**config.mk**
```make
export PLATFORM = sky130hd
export DESIGN_NAME = lw_sram
export DESIGN_NICKNAME = d
export VERILOG_FILES = /design/src/rtl/lw_sram_pkg.sv /design/src/rtl/lw_burst_gen.sv /design/src/rtl/lw_ctrl_pipe.sv /design/src/rtl/lw_array.sv /design/src/rtl/lw_sram.sv
export SDC_FILE = /design/constraint.sdc
export NUM_CORES = 1
export LEC_CHECK = 0
export ABC_CLOCK_PERIOD_IN_PS = 3500
export BUFFER_PORTS_ARGS = -buffer_cell sky130_fd_sc_hd__buf_2
export CAP_MARGIN = 20
export CORE_MARGIN = 2
export CORE_UTILIZATION = 45
export DETAILED_ROUTE_END_ITERATION = 10
export PLACE_DENSITY_LB_ADDON = 0.3
export SYNTH_ARGS = -nofsm -noshare
export SYNTH_HDL_FRONTEND = slang
export SYNTH_SLANG_ARGS = --single-unit
```
**constraint.sdc**
```tcl
create_clock -name clk_i -period 3.5 [get_ports clk_i]
set_input_delay 0.35 -clock clk_i [delete_from_list [all_inputs] [get_ports clk_i]]
set_output_delay 0.35 -clock clk_i [all_outputs]
set_load 0.01 [all_outputs]
```
**src/rtl/lw_sram_pkg.sv**
```systemverilog
package lw_sram_pkg;
  localparam int unsigned BYTE_W = 9;

  typedef enum logic [1:0] {
    OP_NONE = 2'd0,
    OP_RD   = 2'd1,
    OP_WR   = 2'd2
  } op_e;

  function automatic logic [1:0] burst_low(input logic [1:0] start,
                                           input logic [1:0] n,
                                           input logic       ilv);
    return ilv ? (start ^ n) : (start + n);
  endfunction
endpackage

```
**src/rtl/lw_burst_gen.sv**
```systemverilog
module lw_burst_gen
  import lw_sram_pkg::*;
#(
  parameter int unsigned ADDR_W = 5
) (
  input  logic              clk_i,
  input  logic              rst_ni,
  input  logic              cke_i,
  input  logic [2:0]        cs_i,
  input  logic              adv_i,
  input  logic              we_i,
  input  logic              ilv_i,
  input  logic [ADDR_W-1:0] addr_i,
  output op_e               op_o,
  output logic [ADDR_W-1:0] addr_o
);
  logic              act_q, bwe_q;
  logic [ADDR_W-1:0] base_q;
  logic [1:0]        cnt_q, cnt_nx;
  logic              sel;

  assign sel    = &cs_i;
  assign cnt_nx = cnt_q + 2'd1;

  always_comb begin
    if (!adv_i) begin
      op_o   = sel ? (we_i ? OP_WR : OP_RD) : OP_NONE;
      addr_o = addr_i;
    end else begin
      op_o   = act_q ? (bwe_q ? OP_WR : OP_RD) : OP_NONE;
      addr_o = {base_q[ADDR_W-1:2], burst_low(base_q[1:0], cnt_nx, ilv_i)};
    end
  end

  always_ff @(posedge clk_i or negedge rst_ni) begin
    if (!rst_ni) begin
      act_q  <= 1'b0;
      bwe_q  <= 1'b0;
      base_q <= '0;
      cnt_q  <= '0;
    end else if (cke_i) begin
      if (!adv_i) begin
        act_q  <= sel;
        bwe_q  <= we_i;
        base_q <= addr_i;
        cnt_q  <= '0;
      end else if (act_q) begin
        cnt_q  <= cnt_nx;
      end
    end
  end
endmodule

```
**src/rtl/lw_ctrl_pipe.sv**
```systemverilog
module lw_ctrl_pipe
  import lw_sram_pkg::*;
#(
  parameter int unsigned ADDR_W = 5,
  parameter int unsigned BYTES  = 2
) (
  input  logic              clk_i,
  input  logic              rst_ni,
  input  logic              cke_i,
  input  op_e               op_i,
  input  logic [ADDR_W-1:0] addr_i,
  input  logic [BYTES-1:0]  ben_i,
  output op_e               s1_op_o,
  output logic [ADDR_W-1:0] s1_addr_o,
  output logic [BYTES-1:0]  s1_ben_o,
  output op_e               s2_op_o,
  output logic [ADDR_W-1:0] s2_addr_o,
  output logic [BYTES-1:0]  s2_ben_o
);
  always_ff @(posedge clk_i or negedge rst_ni) begin
    if (!rst_ni) begin
      s1_op_o   <= OP_NONE;
      s1_addr_o <= '0;
      s1_ben_o  <= '0;
      s2_op_o   <= OP_NONE;
      s2_addr_o <= '0;
      s2_ben_o  <= '0;
    end else if (cke_i) begin
      s1_op_o   <= op_i;
      s1_addr_o <= addr_i;
      s1_ben_o  <= ben_i;
      s2_op_o   <= s1_op_o;
      s2_addr_o <= s1_addr_o;
      s2_ben_o  <= s1_ben_o;
    end
  end
endmodule

```
**src/rtl/lw_array.sv**
```systemverilog
module lw_array
  import lw_sram_pkg::*;
#(
  parameter int unsigned ADDR_W = 5,
  parameter int unsigned BYTES  = 2,
  localparam int unsigned DATA_W = BYTE_W * BYTES,
  localparam int unsigned DEPTH  = 1 << ADDR_W
) (
  input  logic              clk_i,
  input  logic              rst_ni,
  input  logic              cke_i,
  input  logic              pipe_i,
  input  op_e               d_op_i,
  input  logic [ADDR_W-1:0] d_addr_i,
  input  logic [BYTES-1:0]  d_ben_i,
  input  logic [DATA_W-1:0] wdata_i,
  input  logic [ADDR_W-1:0] rd_addr_i,
  output logic [DATA_W-1:0] q_o
);
  logic [DATA_W-1:0] mem [DEPTH];
  logic [DATA_W-1:0] raw, merged, q_q;
  logic              wr_en, hit;

  assign wr_en = cke_i && (d_op_i == OP_WR);
  assign raw   = mem[rd_addr_i];
  // pending write whose data is on wdata_i this edge
  assign hit   = (d_op_i == OP_WR) && (d_addr_i == rd_addr_i);

  for (genvar g = 0; g < BYTES; g++) begin : g_lane
    assign merged[g*BYTE_W +: BYTE_W] = (hit && d_ben_i[g]) ?
        wdata_i[g*BYTE_W +: BYTE_W] : raw[g*BYTE_W +: BYTE_W];
  end

  always_ff @(posedge clk_i) begin
    if (wr_en) begin
      for (int b = 0; b < BYTES; b++) begin
        if (d_ben_i[b]) mem[d_addr_i][b*BYTE_W +: BYTE_W] <= wdata_i[b*BYTE_W +: BYTE_W];
      end
    end
  end

  always_ff @(posedge clk_i or negedge rst_ni) begin
    if (!rst_ni)                q_q <= '0;
    else if (cke_i && pipe_i)   q_q <= merged;
  end

  assign q_o = pipe_i ? q_q : raw;
endmodule

```
**src/rtl/lw_sram.sv**
```systemverilog
module lw_sram
  import lw_sram_pkg::*;
#(
  parameter int unsigned ADDR_W = 5,
  parameter int unsigned BYTES  = 2,
  localparam int unsigned DATA_W = BYTE_W * BYTES
) (
  input  logic              clk_i,
  input  logic              rst_ni,
  input  logic              cke_i,
  input  logic [2:0]        cs_i,
  input  logic              adv_i,
  input  logic              we_i,
  input  logic [ADDR_W-1:0] addr_i,
  input  logic [BYTES-1:0]  ben_i,
  input  logic [DATA_W-1:0] wdata_i,
  input  logic              pipe_i,
  input  logic              ilv_i,
  input  logic              oe_i,
  output logic [DATA_W-1:0] dq_o,
  output logic              dq_drv_o
);
  op_e               c_op, s1_op, s2_op, d_op;
  logic [ADDR_W-1:0] c_addr, s1_addr, s2_addr, d_addr;
  logic [BYTES-1:0]  s1_ben, s2_ben, d_ben;
  logic [DATA_W-1:0] rd_q;

  lw_burst_gen #(.ADDR_W(ADDR_W)) u_burst (
    .clk_i, .rst_ni, .cke_i, .cs_i, .adv_i, .we_i, .ilv_i, .addr_i,
    .op_o(c_op), .addr_o(c_addr)
  );

  lw_ctrl_pipe #(.ADDR_W(ADDR_W), .BYTES(BYTES)) u_pipe (
    .clk_i, .rst_ni, .cke_i,
    .op_i(c_op), .addr_i(c_addr), .ben_i,
    .s1_op_o(s1_op), .s1_addr_o(s1_addr), .s1_ben_o(s1_ben),
    .s2_op_o(s2_op), .s2_addr_o(s2_addr), .s2_ben_o(s2_ben)
  );

  // data phase: one stage late in flow-through, two in pipelined
  assign d_op   = pipe_i ? s2_op   : s1_op;
  assign d_addr = pipe_i ? s2_addr : s1_addr;
  assign d_ben  = pipe_i ? s2_ben  : s1_ben;

  lw_array #(.ADDR_W(ADDR_W), .BYTES(BYTES)) u_array (
    .clk_i, .rst_ni, .cke_i, .pipe_i,
    .d_op_i(d_op), .d_addr_i(d_addr), .d_ben_i(d_ben),
    .wdata_i, .rd_addr_i(s1_addr), .q_o(rd_q)
  );

  assign dq_drv_o = oe_i && (d_op == OP_RD);
  assign dq_o     = dq_drv_o ? rd_q : '0;
endmodule

```
# ---- Yosys cells after proc, flatten, opt, wreduce, memory -nomap -nowiden
# Memory sizes are Yosys's and may differ from the RTL's.
# Cells that the tools add are included.
dict set report op_classes {
  n_addsub 2
  n_eq_ne 4
  n_mux 22
  bitwise 2
  reduce_logical 9
}
# op count
set ops {}
lappend ops {{$mux W18} 2}
lappend ops {{$mux W2} 10}
lappend ops {{$mux W9} 2}
lappend ops {{$mux W5} 2}
lappend ops {{$logic_and A1 B1 Y1} 6}
lappend ops {{$mux W1} 6}
lappend ops {{$eq A5 B5 Y1} 1}
lappend ops {{$reduce_and A2 Y1} 2}
lappend ops {{$reduce_and A3 Y1} 1}
lappend ops {{$add A2 B1 Y2 const B} 1}
lappend ops {{$add A2 B2 Y2} 1}
lappend ops {{$eq A2 B1 Y1 const B} 1}
lappend ops {{$eq A2 B2 Y1 const B} 1}
lappend ops {{$ne A2 B1 Y1 const B} 1}
lappend ops {{$xor A2 B2 Y2} 1}
lappend ops {{$not A1 Y1} 1}
dict set report totals {
  reg_bits 45
  mem_bits_rw 576
  out_inout_bits 19
  wordCells 51
  mem_count 1
}
# name depth word_bits read_ports rd_ports_with_merged_regs write_ports line
set mem_list {}
lappend mem_list {u_array.mem 32 18 1 0 1 lw_array.sv:20} ;# logic [DATA_W-1:0] mem [DEPTH];

# ---- Depth between registers and ports, before layout
# Gate-level depths: netlist of the first run.
dict set report depth {
  word_depth 5
  ltp_mapped 9
  ltp_nobuf 8
}

# ---- Hierarchy
# A second synthesis of the first run with hierarchy kept.
dict set report unflattened {
  hier_cells 1571
  area_unflattened_um2 25435.6
}
# mod instances cells_each area_per_inst_um2 seq_area_each_um2
set by_module_without_submodules {}
lappend by_module_without_submodules {lw_array 1 1455 23857.9 17747.0}
lappend by_module_without_submodules {lw_ctrl_pipe 1 38 721.9 450.4}
lappend by_module_without_submodules {lw_burst_gen 1 44 508.0 225.2}
lappend by_module_without_submodules {lw_sram 1 34 347.8 0.0}

# ---- Worst setup path before layout of the first run
# No wires, ideal clock.
dict set report synth_timing {
  path_kind {flip-flop to flip-flop}
  from {reg u_pipe.s1_addr_o[1]}
  to {mem u_array.mem[11][0] in the netlist's numbering (enable)}
  setup_time_ns 0.374
  arrival_time_ns 1.792
  setup_slack_ns 1.334
  path_stages_with_launch 8
  period_less_slack_ns 2.166
  cell_sequence {dfrtp_1 -> buf_6 -> buf_6 -> buf_4 -> inv_2 -> o32ai_1 -> nand2_1 -> nor2_1}
}
dict set report synth_via {
  elab_chain_len 1
}
# item line
set synth_lines {}
lappend synth_lines {{start, declared} lw_ctrl_pipe.sv:14} ;# output logic [ADDR_W-1:0] s1_addr_o,
lappend synth_lines {{start signal, assigned} lw_ctrl_pipe.sv:30} ;# s1_addr_o <= addr_i;
lappend synth_lines {{$mux W5} lw_sram.sv:42} ;# assign d_addr = pipe_i ? s2_addr : s1_addr;
lappend synth_lines {{end, declared} lw_array.sv:20}
# No other way between the ends.

# ---- Worst setup path after layout of the first run
dict set report layout_timing {
  from {reg u_pipe.s1_addr_o[1]}
  to {out dq_o[9]}
}
dict set report layout_via {
  elab_chain_len 3
}
# item line
set layout_lines {}
lappend layout_lines {{$mem_v2 Z32 W18} n/a}
lappend layout_lines {{$mux W18} lw_array.sv:47} ;# assign q_o = pipe_i ? q_q : raw;
lappend layout_lines {{$mux W18} lw_sram.sv:52} ;# assign dq_o = dq_drv_o ? rd_q : '0;
lappend layout_lines {{end, declared} lw_sram.sv:20} ;# output logic [DATA_W-1:0] dq_o,
# No other way between the ends.

==> results.yml, run 1 <==
outcome:
  status: "completed"
routing:
  antenna_left: 0
  finalWirelength_um: 57500
  drt-initial-drc-count: 1263
  drc: 0
  wl_met2_um: 28400
  viasPerCell: 5.53
  dr.pass1.iters: 6
  routed-wl-met3_um: 3310
  wl_per_cell_um: 22.8
  vias: 13962
  drt-met1-wl_um: 24800
  top_layer_used: "met4"
layout:
  seqCellArea_um2: 18400
  final_cells: 2524
  layout_commonest_cell: "edfxtp_1"
  fillCellCount: 4624
  final_area_um2: 28800
  nNetsFinal: 1758
  layout_common_cells: "edfxtp_1, mux2i_1, a22oi_1"
  multi_input_area_um2: 6200
  n_antenna_cell: 0
  drive_above_1_share_pct: 15.3
  syn_to_final_growth_pct: 13.5
die:
  die_area_um2: 58300
  ioPinCount: 55
  rows: 87
  fp.dieH_um: 241
  die_w_um: 241
  initial_core_util_pct: 45.2
  fp.coreArea_um2: 56100
power:
  leakage_nw: 10.3
  ir_drop_uv: 446
  powerDensity_nw_per_um2: 599
synthesis:
  syn_area_per_cell_um2: 16.0
  synth.distinct_cells: 45
  yosysSeqAreaShare_pct: 72.6
  synth_edf_count: 576
  synth_warnings: 0
  synth_area_leaders: "edfxtp_1, mux2i_1, dfrtp_1"
  yosys.area_share.adder_pct: 0.0493
  synth_fp_nets: 1620
  yosys.area_share.simple_pct: 4.28
  synth_top_family_by_area: "multiplexers"
  muxShareOfSynthArea_pct: 12.2
  synth-compound-area-share_pct: 7.56
  ys.flop_type: "edfxtp_1"
  netlist.area_leader.share_pct: 68.2
  synth_seq_cells: 621
  yosysTopAreaCell: "edfxtp_1"
  synth_area_um2: 25400
  synthCells: 1583
  synth_xor_area_share_pct: 0.207
  synthArstFlopShare_pct: 7.25
global_routing:
  grt_max_degree: 73
  grt_pass1_wl_um: 84500
  grt_use_total_pct: 19.7
  first_global_vias: 13687
  grt_antenna_before_repair: 0
  gr-total-overflow: 0
clock_tree:
  clock_path_buffers: 3
  clk_latency_ns: 0.62
  cts_tree: "done"
  clock-sinks: 621
  path_clk_slew_ns: 0.06
  root_buffer: "clkbuf_16"
  cts-buffers-inserted: 60
  h-tree-depth: 2
placement:
  place_inst: 2402
  gp_congestion: 0.815
  pre_cts_slack_ns: 0.466
  hpwl_um: 34300
  placed_cell_area_um2: 26800
  port_buffers: 54
critical_path:
  cp.required_ns: 3.15
  critPathKind: "register to primary output"
  worstPathMaxFanout: 20
  cp.arrival_ns: 3.01
  start_kind: "register"
  reg2reg_depth: 6
  cp-end-kind: "primary output"
sta:
  maxSlewHeadroom_pct: 37.6
  fin_ws_ns: 0.140
  period_share_pct: 96.0
  fin_setup_tns_ns: 0
  min_period_ns: 3.36
  finalSetupViolCount: 0
  hold_viol: 0
  worstMarginPinSlew_ns: 0.936
  timing.fmax_ghz: 0.298
  rsz0062_at_grt: "no"
  slew_viol_final: 0
  skew_ns: 0.0308
min_path:
  hold_class: "primary input to register"
  hold_depth: 3
job:
  cap_violations: 0
-- routing by layer --
| layer | track usage (%) | vias to the layer above |
|---|---|---|
| li1 | - | 6429 |
| met1 | 26.6 | 7023 |
| met2 | 33.5 | 437 |
| met3 | 3.01 | 73 |
| met4 | 5.16 | 0 |
| met5 | 0 | - |
-- layout make-up --
cell class / count / share of cell area (%)
Inverter: 15 / 0.196
Multi-Input combinational cell: 855 / 21.5
Sequential cell: 621 / 64.0
Clock buffer: 75 / 5.48
Tap cell: 756 / 3.28
Timing Repair Buffer: 168 / 4.49
Clock inverter: 34 / 1.01
-- flip-flops by register name (all words and copies together), names as in the netlist --
name / flops
u_pipe.s2_op_o: 2
u_burst.cnt_q: 2
u_pipe.s1_ben_o: 2
u_burst.base_q: 5
u_array.mem: 576
u_pipe.s1_op_o: 2
u_pipe.s2_ben_o: 2
u_array.q_q: 18
u_burst.bwe_q: 1
u_burst.act_q: 1
u_pipe.s1_addr_o: 5
u_pipe.s2_addr_o: 5
-- logic make-up (layout without fill, tap and decap cells) --
logic type | count (synthesis) | count (layout)
flops | 621 | 621
mux | 308 | 308
compound gates | 281 | 281
simple gates | 258 | 259
buf+inv | 108 | 292
xor+xnor | 6 | 6
fa+ha+maj | 1 | 1
-- repair_timing --
item | 4_1_cts | 5_1_grt
hold buffers | 9 | 0
endpoints found under the hold margin | 35 | 0
setup buffers | 1 | 2
pin swaps | 0 | 1
setup endpoints to repair | 14 | 13
gates resized for setup | 1 | 3
gates cloned | 0 | 1
-- report_power, final --
| group | leakage (nW) | internal [W] | switching (W) |
|---|---|---|---|
| Sequential | 5.72 | 0.00822 | 0.000118 |
| Clock | 0.918 | 0.00354 | 0.00263 |
| Combinational | 3.65 | 0.00111 | 0.00164 |
-- Yosys cell counts (2+ instances only) --
master	number
clkbuf_1	24
buf_12	10
xor2_1	3
edfxtp_1	576
a31oi_1	19
o32ai_1	6
nand2_1	125
o22ai_1	32
xnor2_1	3
nor2b_1	5
o22ai_2	5
nand3_1	3
o21ai_0	10
o221ai_1	2
o21ai_1	36
dfrtp_1	45
buf_2	29
mux2_2	13
buf_8	2
buf_6	15
a22oi_1	144
a21oi_1	22
buf_4	8
nand4_1	2
nand2b_1	3
buf_1	3
mux2i_1	295
inv_1	14
and2_1	22
a32o_1	2
nor2_1	91
-- worst max-delay path, cell delays in order (launching register included) --
cell and delay (ns):
dfrtp_4 0.59, buf_12 0.20, buf_12 0.17, mux2i_1 0.13
a22oi_1 0.27, nand2_1 0.13, o22ai_1 0.28, o21ai_1 0.13
a21oi_1 0.30, buf_2 0.20
-- through the flow --
stage | hold slack, ns | total power (W) | util, %
2_1_floorplan | 0.0544 | 0.0105 | -
3_3_place_gp | 0.401 | 0.0111 | 47.8
3_5_place_dp | 0.416 | 0.0112 | 47.8
4_1_cts | 0.0354 | 0.0174 | 51.3
5_1_grt | 0.0749 | 0.0179 | 51.4
6_report | 0.0727 | 0.0173 | 51.4
-- path summary, 6_finish.rpt --
kind	end	startpoint	slack, ns
min reg2reg	u_burst.base_q[2]	u_burst.base_q[2]	0.50
min	u_burst.act_q	cs_i[1]	0.07
max in group asynchronous	u_array.q_q[13]	rst_ni	2.40
max	dq_o[9]	u_pipe.s1_addr_o[1]	0.14
max reg2reg	u_array.mem[19][16]	u_pipe.s1_addr_o[1]	0.85
min in group asynchronous	u_pipe.s2_addr_o[4]	rst_ni	0.30
Power figures use the tool's default switching activity.
==> run 2, diff against run 1 <==
ABC_AREA = 1   (was not set)
==> results.yml, run 2 <==
outcome:
  status: "completed"
synthesis:
  synth-compound-area-share_pct: 1.54
  synthCells: 2403
  synth_fp_nets: 2440
  synth_seq_cells: 621
  yosysSeqAreaShare_pct: 70.1
  yosysTopAreaCell: "edfxtp_1"
  synth_warnings: 0
  synth.distinct_cells: 30
  synth_top_family_by_area: "simple AND/OR/NAND/NOR gates"
  synth_top_cells_by_count: "nand2_1, edfxtp_1, nand3_1"
  ys.flop_type: "edfxtp_1"
  synth_area_um2: 26300
  synth.most_common_cell: "nand2_1"
  netlist.area_leader.share_pct: 65.8
  synth_edf_count: 576
  syn_area_per_cell_um2: 10.9
  muxShareOfSynthArea_pct: 0
  synth_xor_area_share_pct: 0.100
  synthArstFlopShare_pct: 7.25
  synth_area_leaders: "edfxtp_1, nand2_1, nand3_1"
  yosys.area_share.simple_pct: 24.1
  yosys.area_share.adder_pct: 0.0476
global_routing:
  gr-total-overflow: 0
  grt_use_total_pct: 22.0
  grt_antenna_before_repair: 5
  grt_max_degree: 101
  grt_pass1_wl_um: 102000
  first_global_vias: 17092
routing:
  wl_per_cell_um: 20.0
  vias: 17956
  viasPerCell: 5.45
  finalWirelength_um: 65800
  dr.pass1.iters: 5
  antenna_left: 0
  drt-initial-drc-count: 1682
  drc: 0
critical_path:
  cp.arrival_ns: 2.98
  worstPathMaxFanout: 58
  path_buf_inv: 3
  reg2reg_depth: 8
  critPathKind: "register to primary output"
  cp.required_ns: 3.15
  slowest_stage: "dfrtp_4"
  path_delay_family: "simple AND/OR/NAND/NOR gates"
  cp_common_cell: "nand2_1"
  start_kind: "register"
  worst-path-stages: 11
  cp-end-kind: "primary output"
  cpPeakStageDelay_ns: 0.57
  crit_chain: "inv_8, buf_12, nand2_1, nand3_1, nand3_1, nand2_1, nand2_1, nand3_1, nand2_1, a21oi_1, buf_2"
sta:
  min_period_ns: 3.33
  fin_setup_tns_ns: 0
  skew_ns: 0.0302
  timing.fmax_ghz: 0.300
  hold_viol: 0
  rsz0062_at_grt: "no"
  slew_viol_final: 0
  finalSetupViolCount: 0
  worstMarginPinSlew_ns: 0.890
  period_share_pct: 95.3
  maxSlewHeadroom_pct: 40.7
  hold_ws_ns: 0.0295
placement:
  port_buffers: 54
  hpwl_um: 39500
  gp_congestion: 0.869
  place_inst: 3172
power:
  ir_drop_uv: 485
  pwr-share-seq_pct: 47.2
  switchingPower_w: 0.00479
  swShare_pct: 27.3
  leakage_nw: 11.3
  powerDensity_nw_per_um2: 590
  pwr-share-comb_pct: 15.7
  p_int_w: 0.0128
  clockPowerShare_pct: 37.1
layout:
  drive_above_1_share_pct: 10.8
  final_cells: 3294
  fillCellCount: 4956
  largestRegisters: "u_array.mem (576), u_array.q_q (18)"
  layout_common_cells: "nand2_1, edfxtp_1, nand3_1"
  largest_reg_flops: 576
  layout_commonest_cell: "nand2_1"
  n_antenna_cell: 0
  nNetsFinal: 2517
  syn_to_final_growth_pct: 13.0
  top_register: "u_array.mem"
die:
  rows: 88
  fp.coreArea_um2: 57700
  ioPinCount: 55
  die_w_um: 246
  fp.dieH_um: 246
  die_area_um2: 60400
  initial_core_util_pct: 45.6
min_path:
  hold_class: "primary input to register"
  hold_depth: 3
clock_tree:
  root_buffer: "clkbuf_16"
  clock_path_buffers: 3
  cts-buffers-inserted: 61
  cts_tree: "done"
  path_clk_slew_ns: 0.07
  h-tree-depth: 2
  clk_latency_ns: 0.63
  clock-sinks: 621
job:
  cap_violations: 0
==> run 2: layout make-up <==
type	count	area, µm²	area share [%]
Inverter	65	256	0.863
Multi-Input combinational cell	1566	6790	22.8
Timing Repair Buffer	165	1290	4.33
Clock buffer	79	1670	5.60
Clock inverter	33	329	1.11
Sequential cell	621	18400	62.0
Tap cell	765	957	3.22
==> run 2: kinds of logic after synthesis <==
logic type / after synthesis
compound gates: 69
xor+xnor: 3
fa+ha+maj: 1
buf+inv: 216
flops: 621
simple gates: 1493
==> run 2: worst reg2reg max path: stages (launching register included) <==
cell,delay [ns]
dfrtp_4,0.53
inv_8,0.13
buf_12,0.22
a21oi_2,0.28
inv_2,0.11
nor2_4,0.25
nand2_1,0.13
nor2_1,0.12
buf_4,0.23
==> run 2: power by group through the flow <==
| stage | Combinational, W | Clock, W | Sequential, W |
|---|---|---|---|
| 4_1_cts | 0.00271 | 0.00661 | 0.00829 |
| 3_3_place_gp | 0.00266 | 0 | 0.00845 |
| 6_report | 0.00275 | 0.00651 | 0.00829 |
| 3_5_place_dp | 0.00269 | 0 | 0.00845 |
| 5_1_grt | 0.00304 | 0.00693 | 0.00830 |
| 2_1_floorplan | 0.00184 | 0 | 0.00840 |
==> run 2: final timing paths <==
| kind | startpoint | to | slack [ns] |
|---|---|---|---|
| max reg2reg | u_pipe.s1_addr_o[0] | u_array.mem[1][11] | 1.18 |
| min in group asynchronous | rst_ni | u_array.q_q[8] | 0.38 |
| max in group asynchronous | rst_ni | u_array.q_q[3] | 2.46 |
| min reg2reg | u_array.q_q[17] | u_array.q_q[17] | 0.47 |
| max | u_pipe.s1_addr_o[0] | dq_o[12] | 0.17 |
| min | cs_i[2] | u_burst.act_q | 0.03 |
==> run 2: routing by layer <==
metal  up-vias  track usage, %  part of all wire, %
met3       123            3.66                  7.4
met4         2            6.58                  2.6
met2       720            35.0                   47
met1      8678            31.1                   43
met5         -               0                0.024
li1       8433               -                    -
==> run 2: through the flow <==
step / worst slack (ns) / power, W / instance area, µm² / utilization (%)
after floorplan: 1.42 / 0.0102 / 26300 / -
after global placement: 0.708 / 0.0111 / 27600 / 47.9
after detailed placement: 0.704 / 0.0111 / 27600 / 47.9
after CTS: 0.0282 / 0.0176 / 29700 / 51.5
after global routing: 0.0186 / 0.0183 / 29700 / 51.5
final: 0.166 / 0.0175 / 29700 / 51.5
==> run 2: repair_timing <==
action	4_1_cts	5_1_grt
buffers inserted	0	1
hold buffers	9	0
endpoints found under the hold margin	51	0
setup endpoints to repair	0	17
gates resized for setup	0	3
